### config.mk
export PLATFORM = sky130hd
export DESIGN_NAME = da_shift_acc
export DESIGN_NICKNAME = d
export VERILOG_FILES = /design/src/rtl/da_sa_pkg.sv /design/src/rtl/da_ptab.sv /design/src/rtl/da_sel.sv /design/src/rtl/da_seq.sv /design/src/rtl/da_acc.sv /design/src/rtl/da_shift_acc.sv
export SDC_FILE = /design/constraint.sdc
export NUM_CORES = 1
export LEC_CHECK = 0
export BUFFER_PORTS_ARGS = -buffer_cell sky130_fd_sc_hd__buf_2
export CAP_MARGIN = 15
export CORE_MARGIN = 2
export CORE_UTILIZATION = 55
export CTS_CLUSTER_SIZE = 25
export DETAILED_ROUTE_END_ITERATION = 8
export GPL_TIMING_DRIVEN = 0
export HOLD_SLACK_MARGIN = 0.05
export PLACE_DENSITY_LB_ADDON = 0.12
export SLEW_MARGIN = 20
export SYNTH_ARGS = -nofsm -noshare
export SYNTH_HDL_FRONTEND = slang
export SYNTH_SLANG_ARGS = --single-unit
### constraint.sdc
create_clock -name clk -period 5.05 [get_ports clk]
set_input_delay 0 -clock clk [delete_from_list [all_inputs] [get_ports clk]]
set_output_delay 0 -clock clk [all_outputs]
set_load 0.01 [all_outputs]
### src/rtl/da_sa_pkg.sv
package da_sa_pkg;

   typedef enum logic {
      PH_IDLE = 1'b0,
      PH_RUN  = 1'b1
   } da_phase_e;

   // index of the highest set bit of a positive value
   function automatic int top_bit(input int v);
      int r;
      r = 0;
      for (int b = 0; b < 31; b++) begin
         if (((v >> b) & 1) != 0) r = b;
      end
      return r;
   endfunction

endpackage

### src/rtl/da_ptab.sv
module da_ptab #(
   parameter int L     = 4,
   parameter int XW    = 8,
   parameter int PW    = 10,
   parameter int SHARE = 1
) (
   input  logic                   clk,
   input  logic                   rst_n,
   input  logic                   load,
   input  logic [L*XW-1:0]        smp_i,
   output logic [(2**(L-1))*PW-1:0] tab_o,
   output logic signed [XW-1:0]   tail_o
);
   import da_sa_pkg::*;

   localparam int NT = 2 ** (L - 1);

   logic signed [XW-1:0] xs [L];
   logic [NT*PW-1:0]     comb_flat;
   logic [NT*PW-1:0]     tab_q;
   logic signed [XW-1:0] tail_q;

   for (genvar i = 0; i < L; i++) begin : g_lane
      assign xs[i] = $signed(smp_i[i*XW +: XW]);
   end

   if (SHARE != 0) begin : g_share
      // each entry = smaller entry (top bit cleared) + one sample
      for (genvar j = 0; j < NT; j++) begin : g_e
         logic signed [PW-1:0] val;
         if (j == 0) begin : g_zero
            assign val = '0;
         end else begin : g_add
            localparam int TB = top_bit(j);
            localparam int PJ = j - (1 << TB);
            assign val = g_e[PJ].val + PW'(xs[TB]);
         end
         assign comb_flat[j*PW +: PW] = val;
      end
   end else begin : g_direct
      // each entry summed independently
      always_comb begin
         logic signed [PW-1:0] acc;
         for (int j = 0; j < NT; j++) begin
            acc = '0;
            for (int i = 0; i < L - 1; i++) begin
               if (((j >> i) & 1) != 0) acc = acc + PW'(xs[i]);
            end
            comb_flat[j*PW +: PW] = acc;
         end
      end
   end

   always_ff @(posedge clk or negedge rst_n) begin
      if (!rst_n) begin
         tab_q  <= '0;
         tail_q <= '0;
      end else if (load) begin
         tab_q  <= comb_flat;
         tail_q <= xs[L-1];
      end
   end

   assign tab_o  = tab_q;
   assign tail_o = tail_q;

endmodule

### src/rtl/da_sel.sv
module da_sel #(
   parameter int L  = 4,
   parameter int XW = 8,
   parameter int PW = 10
) (
   input  logic [(2**(L-1))*PW-1:0] tab_i,
   input  logic signed [XW-1:0]     tail_i,
   input  logic [L-1:0]             slice_i,
   input  logic                     neg_i,
   output logic signed [PW:0]       term_o
);
   localparam int SW = PW + 1;

   logic [L-2:0]         idx;
   logic signed [PW-1:0] ent;
   logic signed [SW-1:0] ent_x;
   logic signed [SW-1:0] tail_x;
   logic signed [SW-1:0] psum;

   assign idx    = slice_i[L-2:0];
   assign ent    = $signed(tab_i[idx*PW +: PW]);
   assign ent_x  = SW'(ent);
   assign tail_x = SW'(tail_i);
   assign psum   = ent_x + (slice_i[L-1] ? tail_x : '0);
   assign term_o = neg_i ? -psum : psum;

endmodule

### src/rtl/da_seq.sv
module da_seq #(
   parameter int W = 8
) (
   input  logic clk,
   input  logic rst_n,
   input  logic start_i,
   output logic accept_o,
   output logic busy_o,
   output logic first_o,
   output logic last_o
);
   import da_sa_pkg::*;

   localparam int CW = (W > 1) ? $clog2(W) : 1;

   da_phase_e      phase_q;
   logic [CW-1:0]  cnt_q;

   assign busy_o   = (phase_q == PH_RUN);
   assign first_o  = busy_o && (cnt_q == '0);
   assign last_o   = busy_o && (cnt_q == CW'(W - 1));
   assign accept_o = start_i && (!busy_o || last_o);

   always_ff @(posedge clk or negedge rst_n) begin
      if (!rst_n) begin
         phase_q <= PH_IDLE;
         cnt_q   <= '0;
      end else if (accept_o) begin
         phase_q <= PH_RUN;
         cnt_q   <= '0;
      end else if (busy_o) begin
         if (last_o) phase_q <= PH_IDLE;
         else        cnt_q   <= cnt_q + 1'b1;
      end
   end


   seq_keep_chk: assert property (@(posedge clk) disable iff (!rst_n)
      (busy_o && !last_o) |=> (busy_o && cnt_q == $past(cnt_q) + 1'b1));

endmodule

### src/rtl/da_acc.sv
module da_acc #(
   parameter int SW = 11,
   parameter int W  = 8
) (
   input  logic                   clk,
   input  logic                   rst_n,
   input  logic                   run_i,
   input  logic                   first_i,
   input  logic                   last_i,
   input  logic signed [SW-1:0]   term_i,
   output logic signed [SW+W-2:0] y_o,
   output logic                   done_o
);
   logic signed [SW-1:0]   s_q;
   logic [W-2:0]           lo_q;
   logic signed [SW-1:0]   t;
   logic signed [SW-1:0]   hs;
   logic signed [SW-1:0]   sn;
   logic [W-2:0]           lo_n;
   logic signed [SW+W-2:0] y_q;
   logic                   done_q;
   logic signed [SW:0]     wide;

   assign t  = first_i ? '0 : s_q;
   assign hs = t >>> 1;
   assign sn = hs + term_i;

   if (W == 2) begin : g_lo1
      assign lo_n = t[0];
   end else begin : g_lon
      assign lo_n = {t[0], lo_q[W-2:1]};
   end

   always_ff @(posedge clk or negedge rst_n) begin
      if (!rst_n) begin
         s_q    <= '0;
         lo_q   <= '0;
         y_q    <= '0;
         done_q <= 1'b0;
      end else begin
         done_q <= run_i && last_i;
         if (run_i) begin
            s_q  <= sn;
            lo_q <= lo_n;
            if (last_i) y_q <= {sn, lo_n};
         end
      end
   end

   assign y_o    = y_q;
   assign done_o = done_q;

   assign wide = {hs[SW-1], hs} + {term_i[SW-1], term_i};


   acc_no_overflow_chk: assert property (@(posedge clk) disable iff (!rst_n)
      run_i |-> (wide[SW] == wide[SW-1]));

endmodule

### src/rtl/da_shift_acc.sv
module da_shift_acc #(
   parameter int L         = 4,
   parameter int XW        = 8,
   parameter int W         = 8,
   parameter int TAB_SHARE = 1
) (
   input  logic                                clk,
   input  logic                                rst_n,
   input  logic                                start_i,
   input  logic [L*XW-1:0]                     smp_i,
   input  logic [L-1:0]                        slice_i,
   output logic signed [XW+$clog2(L)+W-1:0]    y_o,
   output logic                                done_o,
   output logic                                busy_o
);
   localparam int GB = $clog2(L);
   localparam int PW = XW + GB;
   localparam int SW = PW + 1;
   localparam int NT = 2 ** (L - 1);
   localparam int RW = PW + W;

   if (L < 2) begin : g_bad_l
      $error("da_shift_acc: L must be at least 2");
   end
   if (W < 2) begin : g_bad_w
      $error("da_shift_acc: W must be at least 2");
   end
   if (XW < 2) begin : g_bad_xw
      $error("da_shift_acc: XW must be at least 2");
   end

   logic                 accept;
   logic                 run;
   logic                 first;
   logic                 last;
   logic [NT*PW-1:0]     tab;
   logic signed [XW-1:0] tail;
   logic signed [SW-1:0] term;
   logic signed [RW-1:0] y_int;

   da_seq #(.W(W)) u_seq (
      .clk      (clk),
      .rst_n    (rst_n),
      .start_i  (start_i),
      .accept_o (accept),
      .busy_o   (run),
      .first_o  (first),
      .last_o   (last)
   );

   da_ptab #(.L(L), .XW(XW), .PW(PW), .SHARE(TAB_SHARE)) u_tab (
      .clk    (clk),
      .rst_n  (rst_n),
      .load   (accept),
      .smp_i  (smp_i),
      .tab_o  (tab),
      .tail_o (tail)
   );

   da_sel #(.L(L), .XW(XW), .PW(PW)) u_sel (
      .tab_i   (tab),
      .tail_i  (tail),
      .slice_i (slice_i),
      .neg_i   (last),
      .term_o  (term)
   );

   da_acc #(.SW(SW), .W(W)) u_acc (
      .clk     (clk),
      .rst_n   (rst_n),
      .run_i   (run),
      .first_i (first),
      .last_i  (last),
      .term_i  (term),
      .y_o     (y_int),
      .done_o  (done_o)
   );

   assign y_o    = y_int;
   assign busy_o = run;


   busy_rise_chk: assert property (@(posedge clk) disable iff (!rst_n)
      $rose(busy_o) |-> $past(start_i));


   done_after_busy_chk: assert property (@(posedge clk) disable iff (!rst_n)
      done_o |-> $past(busy_o));


   done_pulse_chk: assert property (@(posedge clk) disable iff (!rst_n)
      done_o |=> !done_o);


   y_hold_chk: assert property (@(posedge clk) disable iff (!rst_n)
      !done_o |-> $stable(y_o));

endmodule

* After elaboration in Yosys (flattened, before gate mapping)
Cells that the tools add are included.
Word-level totals: flip-flop bits (word level) 119, word-level logic and storage cells 39, output and inout bits 20
Operators by class: $add $sub $neg 8, shift operators 1, mux-type cells 9, reductions and logical operators 10, multipliers 1, equal/unequal tests 2
Operators by type and width (number):
- 80-bit by 8-bit indexed part select with 10-bit output | 1
- 11-bit 2-to-1 mux | 3
- 8-bit by 8-bit adder with 9-bit output | 3
- 10-bit by 11-bit adder with 11-bit output | 1
- 11-bit adder | 1
- 11-bit negation | 1
- 9-bit by 8-bit adder with 10-bit output | 1
- 3-bit 2-to-1 mux | 3
- 3-bit by 3-bit multiplier with 6-bit output (second input constant) | 1
- 1-bit logical AND | 4
- 2-bit AND reduction | 2
- 3-bit by 1-bit adder with 3-bit output (second input constant) | 1
- 3-bit equality test (second input constant) | 1
- 3-bit zero test | 1
- 1-bit 2-to-1 mux | 3
- 2-bit inequality test (second input constant) | 1
- 2-bit nonzero test | 1
- 1-bit zero test | 1
- 1-bit logical OR | 1

* Depth between registers and ports, before layout
depth after elaboration 6, gate-level depth with buffers 22, mapped depth without buffers 21

* By module
From an unflattened synthesis, not the netlist that was laid out.
Second synthesis, totals: cells, all modules 706, area, all modules 7669.9 µm²
Modules (own cells, without submodules):
- da_ptab | area each 4285.4 µm², cells each 394, instances 1, sequential area each 1726.7 µm²
- da_acc | area each 1816.7 µm², cells each 154, instances 1, sequential area each 900.9 µm²
- da_sel | area each 1320.0 µm², cells each 137, instances 1, sequential area each 0.0 µm²
- da_seq | area each 247.7 µm², cells each 21, instances 1, sequential area each 100.1 µm²

* Worst setup path before layout
No wires, ideal clock.
kind input to register, from in slice_i[0], to reg u_acc.s_q[10], path buffers 1, library setup time 0.136 ns, stages 20, setup slack 0.159 ns, arrival 4.754 ns, path through buf_1 > mux4_2 > nand2_1 > o21ai_0 > ha_1 > fa_1 > a21o_1 > a21oi_2 > xnor2_1 > or2_1 > or3_4 > and2_1 > xnor2_1 > ha_1 > or4_1 > a31o_1 > a21oi_1 > xnor3_1 > xnor2_1 > a21oi_1
On the way: word-level cells in the longest chain between the ends 6
RTL lines:
- start, declared | line da_shift_acc.sv:11 | input logic [L-1:0] slice_i,
- 3-bit by 3-bit multiplier with 6-bit output * | line da_sel.sv:21 | assign ent = $signed(tab_i[idx*PW +: PW]);
- 80-bit by 8-bit indexed part select with 10-bit output * | line da_sel.sv:21
- 11-bit adder * | line da_sel.sv:24 | assign psum = ent_x + (slice_i[L-1] ? tail_x : '0);
- 11-bit negation | line da_sel.sv:25 | assign term_o = neg_i ? -psum : psum;
- 11-bit 2-to-1 mux * | line da_sel.sv:25
- 10-bit by 11-bit adder with 11-bit output * | line da_acc.sv:26 | assign sn = hs + term_i;
- end signal, assigned | line da_acc.sv:43 | s_q <= sn;
- end, declared | line da_acc.sv:14 | logic signed [SW-1:0] s_q;
Every way passes the cells marked *; elsewhere a longest branch is shown, timed or not. A chain may end at the register's enable or synchronous reset.

* Worst setup path in the final report
from reg u_tab.tab_q[70] (netlist: u_tab.tab_o[70]), to reg u_acc.y_q[17] (netlist: u_acc.y_o[17])
On the way: word-level cells in the longest chain between the ends 5
RTL lines:
- start, declared | line da_ptab.sv:20 | logic [NT*PW-1:0] tab_q;
- start signal, assigned | line da_ptab.sv:59 | tab_q <= comb_flat;
- 80-bit by 8-bit indexed part select with 10-bit output * | line da_sel.sv:21
- 11-bit adder * | line da_sel.sv:24
- 11-bit negation | line da_sel.sv:25
- 11-bit 2-to-1 mux * | line da_sel.sv:25
- 10-bit by 11-bit adder with 11-bit output * | line da_acc.sv:26
- end signal, assigned | line da_acc.sv:45 | if (last_i) y_q <= {sn, lo_n};
- end, declared | line da_acc.sv:20 | logic signed [SW+W-2:0] y_q;
Marks and branches as above.

==> metrics.cfg <==
[routing]
drtIter0Drc=285
wire_per_inst_um=16.40
viasPerCell=5.534
drc=0
ant_nets=0
wirelength_um=15540
vias=5246
dr.pass1.iters=4

[worst_setup_path]
worst-path-max-fanout=4
r2r_cells=19
crit-reg2reg-launch=u_tab.tab_o[70]$_DFFE_PN0P_
criticalPathCategory=register to register
ff2ff_setup_slack_ns=0.21
required_ns=5.28
start_kind=register
endpoint_kind=register
worstSetupStartpoint=u_tab.tab_o[70]$_DFFE_PN0P_
path_cells=mux4_2, nand2_1, o21ai_1, ha_2, fa_2, a21o_1, a21oi_2, xnor2_1, or2_1, or3_4, and2_1, xnor2_1, ha_2, or4_4, a31o_1, a21oi_2, xnor3_2, xnor2_2, o21ai_1
reg2reg_to=u_acc.y_o[17]$_DFFE_PN0P_
slowest_stage=or4_4
crit_arrival_ns=5.07
cp_slowest_stage_delay_ns=0.54

[cells_and_area]
seqCellArea_mm2=0.002728
nNetsFinal=877
fillers=959
drive_above_1_share_pct=21.03
area_delta_synth_final_pct=17.88
multiInputGateArea_mm2=0.003939
diodes=0

[timing]
drv_slew=0
hold_violations=0
max_slew_margin_pct=47.71
tightestPinTransition_ns=0.7844
period_minus_slack_ns=4.841
fin_ws_ns=0.2094
fmax_ghz=0.2066
timing.final.crit_share_pct=95.85
setup_viol=0
skew_ns=0.01061

[min_path]
min_from=smp_i[17]
hold_class=primary input to register
hold_end=u_tab.tab_o[41]$_DFFE_PN0P_
hold-path-cell-count=3

[place]
dp_hpwl_um=11810
port_buffers=57
place_ws_ns=-0.6887
routabilityCongestion=0.8551

[die]
rows=40
die_w_um=115.8
pin_count=59
start_util_pct=56.80
dieArea_mm2=0.01342
core_mm2=0.01211
die_h_um=115.8

[logic_synthesis]
syn-cell-area_mm2=0.006879
post_synth_num_cell_types=52
synth-async-reset-ratio_pct=100.0
synthTopCellsByCount=dfrtp_1, nand2_1, mux2_2, ha_1, o21ai_0
ys_ff_latch=109
synth_most_common_cell=dfrtp_1
yosysSeqAreaShare_pct=39.65
synth_area_leaders=dfrtp_1, mux2_2, ha_1
yosysTopAreaCell=dfrtp_1
synth_edf_count=0
syn_area_per_cell_um2=10.22
synth_cells=673
synth.top_cell.area_share_pct=39.65
ys.flop_type=dfrtp_1
syn_nets=775
yosysWarnings=0

[clocking]
cts.path.max_buffers=2
cts_buffers=9
clockRootBuffer=clkbuf_16
cts_tree=done
htree_num_levels=3
cts.sinks=109
clk_pin_slew_ns=0.07
clock_latency_ns=0.37

[grt]
gr-usage-met3_pct=5.439
busiest_layer=met2
grtUsageMet2_pct=47.37
grt_use_total_pct=25.50
grt_pass1_vias=5531
grt.overflow.total=0
use_met1_pct=28.95
grt_pass1_wl_um=26120
grt_max_degree=74
antenna_found_initial=0

[power_and_ir_drop]
power_leakage_uw=0.003801
power_uw=5418
vdd_drop_max_mv=0.3070
pwr_density_cell_mw_per_mm2=668.1

[run_status]
outcome=complete, no violations

[job]
maxCapViolations=0

power by group:
part           internal [µW]  switching [µW]
Clock                    452             333
Combinational           1500            1590
Sequential              1330             215
Total                   3280            2140
metrics by stage:
step                hold slack, ns  instance area (µm²)  cells   TNS, ns  utilization [%]
global route                0.1256                 8109    948  -0.01657            66.95
global placement            0.2330                 7375    898    -1.229            60.89
CTS                        0.09241                 8069    947         0            66.62
finish                     0.09801                 8109    948         0            66.95
floorplan                  -0.2956                 6879    673         0                -
detailed placement        -0.07681                 7408    899    -1.667            61.17
sequential cells by signal (all words and copies together), names as in the netlist:
signal        count
u_acc.lo_q        6
u_tab.tab_o      61
u_acc.s_q        11
u_seq.busy_o      1
u_acc.done_o      1
u_acc.y_o        18
u_tab.tail_o      8
u_seq.cnt_q       3
kinds of logic after synthesis:
group / Yosys count / share of synthesized area (%)
simple gates: 164 / 11.26
compound gates: 148 / 13.42
flops: 109 / 39.65
mux: 75 / 13.57
buf+inv: 65 / 3.547
fa+ha+maj: 63 / 12.11
xor+xnor: 49 / 6.439
worst max-delay path: cells and delay by family, from the launching register on:
family | cells | cell delay (ns)
AND/OR/NAND/NOR | 5 | 1.43
multiplexers | 1 | 0.50
adder cells (fa/ha/maj) | 3 | 0.79
flip-flops | 1 | 0.39
XOR/XNOR | 4 | 0.73
AO/OA/AOI/OAI | 6 | 0.87
cell usage in the layout (no fill, tap or decap), types with 8 or more instances in the layout:
| cell | n |
|---|---|
| xor2_1 | 12 |
| o21ai_0 | 49 |
| dlygate4sd3_1 | 33 |
| clkbuf_1 | 14 |
| mux2_2 | 66 |
| buf_2 | 56 |
| xnor2_1 | 35 |
| nor2_1 | 19 |
| inv_1 | 40 |
| o21bai_1 | 19 |
| a21oi_1 | 37 |
| mux4_2 | 8 |
| clkbuf_16 | 9 |
| a21o_1 | 9 |
| ha_1 | 55 |
| a22oi_1 | 8 |
| nand2_1 | 84 |
| and2_1 | 20 |
| buf_1 | 8 |
| dfrtp_1 | 109 |
cell type report:
type	count	area share, %
Inverter	40	1.852
Tap cell	168	2.592
Sequential cell	109	33.64
Clock buffer	10	2.947
Clock inverter	6	1.157
Buffer	24	1.142
Multi-Input combinational cell	499	48.57
Timing Repair Buffer	92	8.101
metal layers:
layer / up-vias / routed length, µm / share of wire [%]
met5: - / 0 / 0
li1: 2581 / - / -
met4: 0 / 341 / 2.2
met3: 25 / 636 / 4.1
met1: 2528 / 6308 / 41
met2: 112 / 8257 / 53
how the worst max path moves through the flow:
stage          depth (start not counted)  slack [ns]                        end
6_report                              19        0.21  u_acc.y_o[17]$_DFFE_PN0P_
2_1_floorplan                         20        0.16  u_acc.s_q[10]$_DFFE_PN0P_
3_5_place_dp                          20       -0.69  u_acc.y_o[17]$_DFFE_PN0P_
4_1_cts                               19       0.007  u_acc.y_o[17]$_DFFE_PN0P_
5_1_grt                               19       -0.01  u_acc.y_o[17]$_DFFE_PN0P_
3_3_place_gp                          20       -0.58  u_acc.y_o[17]$_DFFE_PN0P_
repair_timing:
item                                    4_1_cts  5_1_grt
buffers inserted                              0        1
gates cloned                                  0        0
pin swaps                                     1        3
hold buffers                                 33        0
endpoints found under the setup margin        2        2
gates resized for setup                       1       11
hold endpoints to repair                    147        0
Power figures use the tool's default switching activity.
